## config.mk

```make
export PLATFORM = sky130hd
export DESIGN_NAME = rtu_tx_framer
export DESIGN_NICKNAME = d
export VERILOG_FILES = /design/src/rtl/rtu_tx_pkg.sv /design/src/rtl/rtu_crc16_acc.sv /design/src/rtl/rtu_byte_seq.sv /design/src/rtl/rtu_dir_ctrl.sv /design/src/rtl/rtu_tx_framer.sv
export SDC_FILE = /design/constraint.sdc
export NUM_CORES = 1
export LEC_CHECK = 0
export BUFFER_PORTS_ARGS = -buffer_cell sky130_fd_sc_hd__buf_2
export CORE_ASPECT_RATIO = 0.5
export CORE_UTILIZATION = 25
export CTS_BUF_LIST = sky130_fd_sc_hd__clkbuf_2
export CTS_CLUSTER_SIZE = 8
export DETAILED_ROUTE_END_ITERATION = 8
export PLACE_DENSITY = 0.54
export SLEW_MARGIN = 30
export SYNTH_ARGS = -nofsm -noshare
export SYNTH_HDL_FRONTEND = slang
export SYNTH_HIERARCHICAL = 1
export SYNTH_SLANG_ARGS = --single-unit
```

## constraint.sdc

```tcl
create_clock -name clk -period 3.6 [get_ports clk]
set_input_delay 0.72 -clock clk [delete_from_list [all_inputs] [get_ports clk]]
set_output_delay 0.72 -clock clk [all_outputs]
set_load 0.01 [all_outputs]
```

## src/rtl/rtu_tx_pkg.sv

```systemverilog
package rtu_tx_pkg;

    localparam logic [15:0] CRC_SEED = 16'hFFFF;
    localparam logic [15:0] CRC_POLY = 16'hA001;

    typedef enum logic [2:0] {
        ST_IDLE,
        ST_RX_OFF,
        ST_DRV_ON,
        ST_SEND,
        ST_DRAIN,
        ST_DRV_OFF
    } dir_state_e;

    typedef enum logic [2:0] {
        SRC_ADDR,
        SRC_FUNC,
        SRC_PAYLOAD,
        SRC_CRC_LO,
        SRC_CRC_HI
    } byte_src_e;

    typedef struct packed {
        logic [7:0] addr;
        logic [7:0] func;
    } frame_hdr_t;

    function automatic logic [15:0] crc16_fold(input logic [15:0] cur,
                                               input logic [7:0]  din,
                                               input logic [15:0] poly);
        logic [15:0] r;
        r = cur ^ {8'h00, din};
        for (int b = 0; b < 8; b++) begin
            if (r[0]) r = (r >> 1) ^ poly;
            else      r = r >> 1;
        end
        return r;
    endfunction

endpackage

```

## src/rtl/rtu_crc16_acc.sv

```systemverilog
module rtu_crc16_acc
    import rtu_tx_pkg::*;
#(
    parameter logic [15:0] SEED = CRC_SEED,
    parameter logic [15:0] POLY = CRC_POLY
) (
    input  logic        clk,
    input  logic        rst,
    input  logic        init,
    input  logic        en,
    input  logic [7:0]  din,
    output logic [15:0] crc
);

    always_ff @(posedge clk) begin
        if (rst || init) begin
            crc <= SEED;
        end else if (en) begin
            crc <= crc16_fold(crc, din, POLY);
        end
    end

endmodule

```

## src/rtl/rtu_byte_seq.sv

```systemverilog
module rtu_byte_seq
    import rtu_tx_pkg::*;
#(
    parameter int MAX_PAYLOAD = 252,
    localparam int LEN_W = $clog2(MAX_PAYLOAD + 1),
    localparam int IDX_W = $clog2(MAX_PAYLOAD + 4)
) (
    input  logic             clk,
    input  logic             rst,
    input  logic             start,
    input  frame_hdr_t       hdr_in,
    input  logic [LEN_W-1:0] len_in,
    input  logic             advance,
    input  logic [15:0]      crc_in,
    input  logic [7:0]       pay_data,
    output logic [LEN_W-1:0] pay_idx,
    output logic [7:0]       byte_out,
    output logic             is_data,
    output logic             is_last
);

    localparam logic [LEN_W-1:0] LEN_CAP = LEN_W'(MAX_PAYLOAD);

    frame_hdr_t       hdr_q;
    logic [LEN_W-1:0] len_q;
    logic [IDX_W-1:0] idx_q;
    byte_src_e        src;

    logic [IDX_W:0] idx_x;
    logic [IDX_W:0] crc_lo_pos;

    always_ff @(posedge clk) begin
        if (rst) begin
            hdr_q <= '0;
            len_q <= '0;
            idx_q <= '0;
        end else if (start) begin
            hdr_q <= hdr_in;
            len_q <= (len_in > LEN_CAP) ? LEN_CAP : len_in;
            idx_q <= '0;
        end else if (advance) begin
            idx_q <= idx_q + 1'b1;
        end
    end

    assign idx_x      = {1'b0, idx_q};
    assign crc_lo_pos = (IDX_W + 1)'(len_q) + (IDX_W + 1)'(2);

    always_comb begin
        if (idx_x == '0)                   src = SRC_ADDR;
        else if (idx_x == (IDX_W + 1)'(1)) src = SRC_FUNC;
        else if (idx_x < crc_lo_pos)       src = SRC_PAYLOAD;
        else if (idx_x == crc_lo_pos)      src = SRC_CRC_LO;
        else                               src = SRC_CRC_HI;
    end

    assign pay_idx = LEN_W'(idx_q - IDX_W'(2));

    always_comb begin
        unique case (src)
            SRC_ADDR:    byte_out = hdr_q.addr;
            SRC_FUNC:    byte_out = hdr_q.func;
            SRC_PAYLOAD: byte_out = pay_data;
            SRC_CRC_LO:  byte_out = crc_in[7:0];
            default:     byte_out = crc_in[15:8];
        endcase
    end

    assign is_data = (src == SRC_ADDR) || (src == SRC_FUNC) || (src == SRC_PAYLOAD);
    assign is_last = (src == SRC_CRC_HI);

endmodule

```

## src/rtl/rtu_dir_ctrl.sv

```systemverilog
module rtu_dir_ctrl
    import rtu_tx_pkg::*;
(
    input  logic       clk,
    input  logic       rst,
    input  logic       req,
    input  logic       last_accept,
    input  logic       tx_done,
    output dir_state_e state,
    output logic       start,
    output logic       drv_en,
    output logic       rcv_en,
    output logic       busy,
    output logic       released
);

    dir_state_e nxt;

    assign start = req && (state == ST_IDLE);

    always_comb begin
        nxt = state;
        unique case (state)
            ST_IDLE:    if (start) nxt = ST_RX_OFF;
            ST_RX_OFF:  nxt = ST_DRV_ON;
            ST_DRV_ON:  nxt = ST_SEND;
            ST_SEND:    if (last_accept) nxt = ST_DRAIN;
            ST_DRAIN:   if (tx_done) nxt = ST_DRV_OFF;
            ST_DRV_OFF: nxt = ST_IDLE;
            default:    nxt = ST_IDLE;
        endcase
    end

    always_ff @(posedge clk) begin
        if (rst) begin
            state    <= ST_IDLE;
            released <= 1'b0;
        end else begin
            state    <= nxt;
            released <= (state == ST_DRV_OFF);
        end
    end

    assign drv_en = (state == ST_DRV_ON) || (state == ST_SEND) || (state == ST_DRAIN);
    assign rcv_en = (state == ST_IDLE);
    assign busy   = (state != ST_IDLE);

endmodule

```

## src/rtl/rtu_tx_framer.sv

```systemverilog
module rtu_tx_framer
    import rtu_tx_pkg::*;
#(
    parameter int MAX_PAYLOAD = 252,
    localparam int LEN_W = $clog2(MAX_PAYLOAD + 1)
) (
    input  logic             clk,
    input  logic             rst,
    input  logic             req_valid,
    input  logic [7:0]       req_addr,
    input  logic [7:0]       req_func,
    input  logic [LEN_W-1:0] req_len,
    output logic [LEN_W-1:0] pay_idx,
    input  logic [7:0]       pay_data,
    output logic             uart_tx_valid,
    output logic [7:0]       uart_tx_data,
    input  logic             uart_tx_ready,
    input  logic             uart_tx_done,
    output logic             drv_en,
    output logic             rcv_en,
    output logic             busy,
    output logic             line_released
);

    dir_state_e  state;
    logic        start;
    logic        advance;
    logic        is_data;
    logic        is_last;
    logic [15:0] crc;
    frame_hdr_t  hdr;

    assign hdr.addr = req_addr;
    assign hdr.func = req_func;

    assign uart_tx_valid = (state == ST_SEND);
    assign advance       = uart_tx_valid && uart_tx_ready;

    rtu_dir_ctrl u_dir (
        .clk        (clk),
        .rst        (rst),
        .req        (req_valid),
        .last_accept(advance && is_last),
        .tx_done    (uart_tx_done),
        .state      (state),
        .start      (start),
        .drv_en     (drv_en),
        .rcv_en     (rcv_en),
        .busy       (busy),
        .released   (line_released)
    );

    rtu_byte_seq #(.MAX_PAYLOAD(MAX_PAYLOAD)) u_seq (
        .clk     (clk),
        .rst     (rst),
        .start   (start),
        .hdr_in  (hdr),
        .len_in  (req_len),
        .advance (advance),
        .crc_in  (crc),
        .pay_data(pay_data),
        .pay_idx (pay_idx),
        .byte_out(uart_tx_data),
        .is_data (is_data),
        .is_last (is_last)
    );

    rtu_crc16_acc u_crc (
        .clk (clk),
        .rst (rst),
        .init(start),
        .en  (advance && is_data),
        .din (uart_tx_data),
        .crc (crc)
    );

endmodule

```

# --- Word-level counts from Yosys, hierarchy flattened ---
# Cells that the tools add are included.
word_totals:
  regBits: 52
  inputBits: 37
  output_inout_bits: 21
  word_cells: 82
classes:
  addsub: 3
  n_lt_le_gt_ge: 2
  n_eq_ne: 14
  n_mux: 32
  bitwise: 9
  reduce_logical: 15
ops:
  columns: ["operator", "count"]
  rows:
  - ["$mux W16", 22]
  - ["$pmux W8 S4", 1]
  - ["$not A2 Y3", 8]
  - ["$mux W3", 7]
  - ["$xor A16 B8 Y16", 1]
  - ["$pmux W3 S5", 1]
  - ["$eq A3 B2 Y1 const B", 4]
  - ["$add A8 B2 Y9 const B", 1]
  - ["$eq A3 B3 Y1 const B", 3]
  - ["$eq A8 B9 Y1", 1]
  - ["$logic_not A9 Y1", 1]
  - ["$lt A8 B9 Y1", 1]
  - ["$add A8 B1 Y8 const B", 1]
  - ["$eq A8 B1 Y1 const B", 1]
  - ["$gt A8 B8 Y1 const B", 1]
  - ["$mux W8", 1]
  - ["$sub A8 B2 Y8 const B", 1]
  - ["$eq A3 B1 Y1 const B", 2]
  - ["$logic_not A3 Y1", 2]
  - ["$logic_or A1 B1 Y1", 5]
  - ["$logic_and A1 B1 Y1", 4]
  - ["$ne A2 B1 Y1 const B", 2]
  - ["$reduce_and A3 Y1", 1]
  - ["$reduce_bool A3 Y1", 1]
  - ["2 further kinds", 2]

# --- Logic depth before layout (Yosys ltp) ---
logic_depth:
  depth_word: 39
  depth_mapped: 15
  ltp_nobuf: 14

# --- By module ---
# Netlist, hierarchy kept.
by_module_without_submodules:
  columns: ["module", "n_inst", "cells_per_inst", "area_per_inst_um2", "seq_area_each_um2"]
  rows:
  - ["rtu_byte_seq", 1, 248, 2104.5, 640.6]
  - ["rtu_crc16_acc", 1, 86, 793.3, 320.3]
  - ["rtu_dir_ctrl", 1, 21, 177.7, 80.1]
  - ["rtu_tx_framer", 1, 5, 30.0, 0.0]

# --- Worst setup path after synthesis ---
# OpenSTA, ideal clock, no wires.
synth_path:
  kind: "reg-to-reg"
  startpoint: "register u_seq.len_q[3]"
  endpoint: "register u_crc.crc[15]"
  setup_time_ns: 0.135
  arrival_ns: 3.221
  required_ns: 3.465
  slack_ns: 0.245
  stages_incl_launch_ff: 16
  n_path_buf: 1
  period_less_slack_ns: 3.355
  cell_sequence: "dfxtp_1 > and4_4 > nand2_1 > xor2_1 > ha_1 > inv_1 > o21bai_1 > o211ai_2 > buf_6 > nand3b_4 > o22a_1 > xnor2_1 > xnor2_1 > xor3_2 > nor3_1 > a221oi_2"
synth_via:
  elab_chain_len: 32
  word_cells_on_any_way: 45
  cone_classes: "add/sub: 1; order compare: 1; eq/ne: 4; mux: 27; bitwise: 8; reduce/logical: 4"
synth_lines:
  columns: ["item", "line_no", "text"]
  rows:
  - ["start: declaration", "rtu_byte_seq.sv:25", "logic [LEN_W-1:0] len_q;"]
  - ["start signal: assignment", "rtu_byte_seq.sv:39", "len_q <= (len_in > LEN_CAP) ? LEN_CAP : len_in;"]
  - ["$add A8 B2 Y9 (*)", "rtu_byte_seq.sv:47", "assign crc_lo_pos = (IDX_W + 1)'(len_q) + (IDX_W + 1)'(2);"]
  - ["parallel branches: the longest is 2 deep, another holds $lt A8 B9 Y1", null, null]
  - ["$mux W3 (*)", "rtu_byte_seq.sv:52", "else if (idx_x < crc_lo_pos) src = SRC_PAYLOAD;"]
  - ["$mux W3 (*)", "rtu_byte_seq.sv:51", "else if (idx_x == (IDX_W + 1)'(1)) src = SRC_FUNC;"]
  - ["$mux W3 (*)", "rtu_byte_seq.sv:50", "if (idx_x == '0) src = SRC_ADDR;"]
  - ["$eq A3 B2 Y1 (tied with other cells)", "rtu_byte_seq.sv:60", "unique case (src)"]
  - ["$pmux W8 S4 (*)", "rtu_byte_seq.sv:60", null]
  - ["net uart_tx_data[4]", "rtu_tx_framer.sv:16", "output logic [7:0] uart_tx_data,"]
  - ["[16 not listed]", null, null]
  - ["$mux W16 (*)", "rtu_crc16_acc.sv:16", "if (rst || init) begin"]
  - ["$mux W16 (*)", "rtu_tx_pkg.sv:34", "if (r[0]) r = (r >> 1) ^ poly;"]
  - ["$mux W16 (*)", "rtu_crc16_acc.sv:18", "end else if (en) begin"]
  - ["$mux W16 (*)", "rtu_crc16_acc.sv:16", null]
  - ["$mux W16 (*)", "rtu_tx_pkg.sv:34", null]
  - ["$mux W16 (*)", "rtu_crc16_acc.sv:18", null]
  - ["$mux W16 (*)", "rtu_crc16_acc.sv:16", null]
  - ["$mux W16 (*)", "rtu_tx_pkg.sv:34", null]
  - ["end signal: assignment", "rtu_crc16_acc.sv:19", "crc <= crc16_fold(crc, din, POLY);"]
  - ["end: declaration", "rtu_crc16_acc.sv:12", "output logic [15:0] crc"]
# Mark *: on every way through the listed nets, which the timed path passes. The select of a mux whose other input is x is not followed.
# A chain may end at the register's enable or synchronous reset.

# --- Worst setup path in the final report ---
layout_path:
  startpoint: "register u_seq.len_q[3]"
  endpoint: "output port uart_tx_data[1]"
layout_via:
  elab_chain_len: 8
  word_cells_on_any_way: 12
  cone_classes: "add/sub: 1; order compare: 1; eq/ne: 4; mux: 5; reduce/logical: 1"
layout_lines:
  columns: ["item", "line_no"]
  rows:
  - ["$add A8 B2 Y9 (*)", "rtu_byte_seq.sv:47"]
  - ["parallel branches: the longest is 2 deep, another holds $lt A8 B9 Y1", null]
  - ["$mux W3 (*)", "rtu_byte_seq.sv:52"]
  - ["$mux W3 (*)", "rtu_byte_seq.sv:51"]
  - ["$mux W3 (*)", "rtu_byte_seq.sv:50"]
  - ["$eq A3 B2 Y1 (tied with other cells)", "rtu_byte_seq.sv:60"]
  - ["$pmux W8 S4 (*)", "rtu_byte_seq.sv:60"]
  - ["end: declaration", "rtu_tx_framer.sv:16"]
# Every way passes the cells marked *.

==> impl_metrics.json <==
{
  "status": "complete, no violations",
  "drive_gt1_frac": 0.267,
  "synth-edff-count": 0,
  "grt_pass1_vias": 2416,
  "design_area_um2": 3780,
  "gp_congestion": 0.845,
  "antenna_cells": 0,
  "routed_wl_mm": 7.66,
  "nNetsFinal": 480,
  "syn-num-nets": 411,
  "yosysWarnings": 6,
  "grt_max_degree": 31,
  "grt_first_pass_wirelength_mm": 12.2,
  "cts_sinks": 52,
  "die_w_um": 160,
  "fin_crit_sh": 0.981,
  "path_delay_family": "compound AO/OA/AOI/OAI gates",
  "place_area_um2": 3630,
  "cp.required_ns": 2.88,
  "drt-vias-per-instance": 4.45,
  "cts_buffer_depth": 2,
  "hold_class": "in -> reg",
  "final_cells": 595,
  "setup_viol": 0,
  "p_total_mw": 1.14,
  "antenna_found_initial": 0,
  "seq_area_frac_synth": 0.335,
  "track_usage": 0.120,
  "drv_slew": 0,
  "crit_chain": "buf_6, nand3_1, xor2_1, ha_1, a21oi_2, o221ai_2, o211ai_2, buf_12, mux2i_2, o22a_1, buf_2",
  "dp_cells": 581,
  "cts_buffers": 5,
  "finalSetupTns_ns": 0,
  "cp-end-kind": "output pin",
  "cts_tree": "built",
  "worstPathArrival_ns": 2.81,
  "die_h_um": 80.8,
  "relSlewSlack": 0.626,
  "ys_seq_elements": 52,
  "clock_skew_ns": 0.0237,
  "slowest_stage": "dfxtp_2",
  "ys_types": 50,
  "hold_viol": 0,
  "nFillCells": 1268,
  "synthCells": 360,
  "layout_min_cycle_time_ns": 3.53,
  "critPathLaunchType": "register",
  "p_leak_nw": 1.59,
  "dp_hpwl_mm": 5.72,
  "vias": 2645,
  "post_drt_wl_per_cell_um": 12.9,
  "synth_area_um2": 3110,
  "first_pass_iters": 7,
  "async_reset_ff_frac": 0,
  "critPathMaxFanout": 9,
  "drt_drc_violations_left": 0,
  "core_um2": 11900,
  "dieArea_um2": 12900,
  "path_clk_slew_ns": 0.27,
  "gr-total-overflow": 0,
  "cp_slowest_stage_delay_ns": 0.42,
  "rows": 28,
  "worstSetupPathType": "reg -> out",
  "area_delta_synth_final_pct": 21.7,
  "ant_nets": 0,
  "ff_latch_area_um2": 1050,
  "crit_buf_inv": 3,
  "first_iter_violations": 133,
  "insertion_delay_ns": 0.44,
  "initial_core_util": 0.260,
  "p_per_area_nw_per_um2": 301,
  "clock.fmax_ghz": 0.283,
  "synth-main-ff-cell": "dfxtp_1",
  "rsz0062_at_grt": "true",
  "clock-root-buffer": "clkbuf_2",
  "port_buffers": 57,
  "worst_pin_slew_ns": 0.561,
  "multiInputGateArea_um2": 1960,
  "htree_num_levels": 2,
  "avgSynthCellArea_um2": 8.63,
  "cap_viol_max_count": 0,
  "cts_hold_buf": 0,
  "boundaryPins": 58,
  "vdd_ir_drop_max_v": 0.000107
}
==> flip-flops by register name, summed over array words and instances, names as in the netlist <==
| signal | flops |
|---|---|
| u_crc/crc | 16 |
| u_dir/released | 1 |
| u_dir/state | 3 |
| u_seq/hdr_q | 16 |
| u_seq/idx_q | 8 |
| u_seq/len_q | 8 |
==> power breakdown <==
group / switching [mW] / leakage [nW] / internal, mW
combinational: 0.146 / 1.14 / 0.139
clock: 0.186 / 0.0302 / 0.0437
sequential: 0.0199 / 0.427 / 0.602
total: 0.352 / 1.59 / 0.785
==> final timing paths <==
kind | from | end | slack, ns | cells after the start
max reg2reg | u_seq/len_q[2] | u_crc/crc[15] | 0.11 | 14
min reg2reg | u_dir/state[0] | u_dir/released | 0.51 | 2
min | req_func[1] | u_seq/hdr_q[1] | 0.49 | 3
max | u_seq/len_q[3] | uart_tx_data[1] | 0.07 | 11
==> metal layers <==
layer / vias up / part of all wire / global-route usage
li1: 1361 / - / -
met1: 1237 / 0.49 / 0.159
met2: 38 / 0.47 / 0.196
met3: 9 / 0.029 / 0.0260
met4: 0 / 0.011 / 0.0375
met5: - / 0 / 0
==> cell type report <==
| type | instances | area share |
|---|---|---|
| inverters | 10 | 0.00993 |
| flip-flops and latches | 52 | 0.279 |
| clock inverters | 3 | 0.00364 |
| repair buffers | 80 | 0.129 |
| multi-input cells | 280 | 0.517 |
| well taps | 165 | 0.0546 |
| clock buffers | 5 | 0.00662 |
==> cells in the final DEF (no fill, tap or decap), types with 3 or more instances in the layout <==
master    instances
nor2_1           54
xor2_1           13
ha_1             14
buf_2            55
nand4_1           4
dfxtp_1          47
nand2b_1          3
dfxtp_4           3
inv_1             9
nand2_1          46
o22a_1            9
buf_4            21
and2_1            3
xnor2_1          22
nor3_1            4
nand3_1           7
buf_6             3
and3_1            5
a21oi_1          10
clkbuf_2          5
o21ai_0          15
mux2i_1          36
==> worst reg2reg max path: stages (launching register included) <==
cell and delay (ns):
dfxtp_4 0.42, ha_1 0.22, nand3_1 0.12, xor2_1 0.16
ha_1 0.29, nand4_1 0.12, a211o_4 0.39, o21ai_0 0.16
mux2i_1 0.09, o22a_1 0.21, xnor2_1 0.23, xnor2_1 0.18
xor3_2 0.55, nor3_1 0.24, a221oi_2 0.05
==> Yosys cell counts (all sizes together) (7+ instances only) <==
master	number	area share
a21oi	12	0.019
buf	9	0.019
clkbuf	8	0.010
dfxtp	52	0.34
ha	14	0.056
inv	10	0.012
mux2i	37	0.12
nand2	46	0.056
nand3	7	0.011
nor2	57	0.073
o21ai	18	0.030
o22a	9	0.025
xnor2	23	0.065
xor2	13	0.037
==> repair_timing <==
item                       CTS  global route
setup buffers                0             6
setup endpoints to repair    9            11
pin swaps                    0             3
gates resized for setup      5            15
gates cloned                 0             0
==> metrics by stage <==
stage	setup slack, ns	hold slack [ns]	utilization
5_1_grt	-0.132	0.430	0.316
4_1_cts	0.00805	0.468	0.308
2_1_floorplan	0.245	0.453	-
6_report	0.0689	0.486	0.316
3_5_place_dp	0.0429	0.485	0.304
3_3_place_gp	0.0906	0.476	0.304
==> kinds of logic after synthesis <==
kind of cell,Yosys count,share of synthesized area
multiplexers,37,0.119
flip-flops,52,0.335
adder cells (fa/ha/maj),14,0.0564
buffers and inverters,28,0.0451
AND/OR/NAND/NOR,140,0.212
AO/OA/AOI/OAI,52,0.123
XOR/XNOR,37,0.110
No activity file was read; power rests on OpenSTA's default activity.
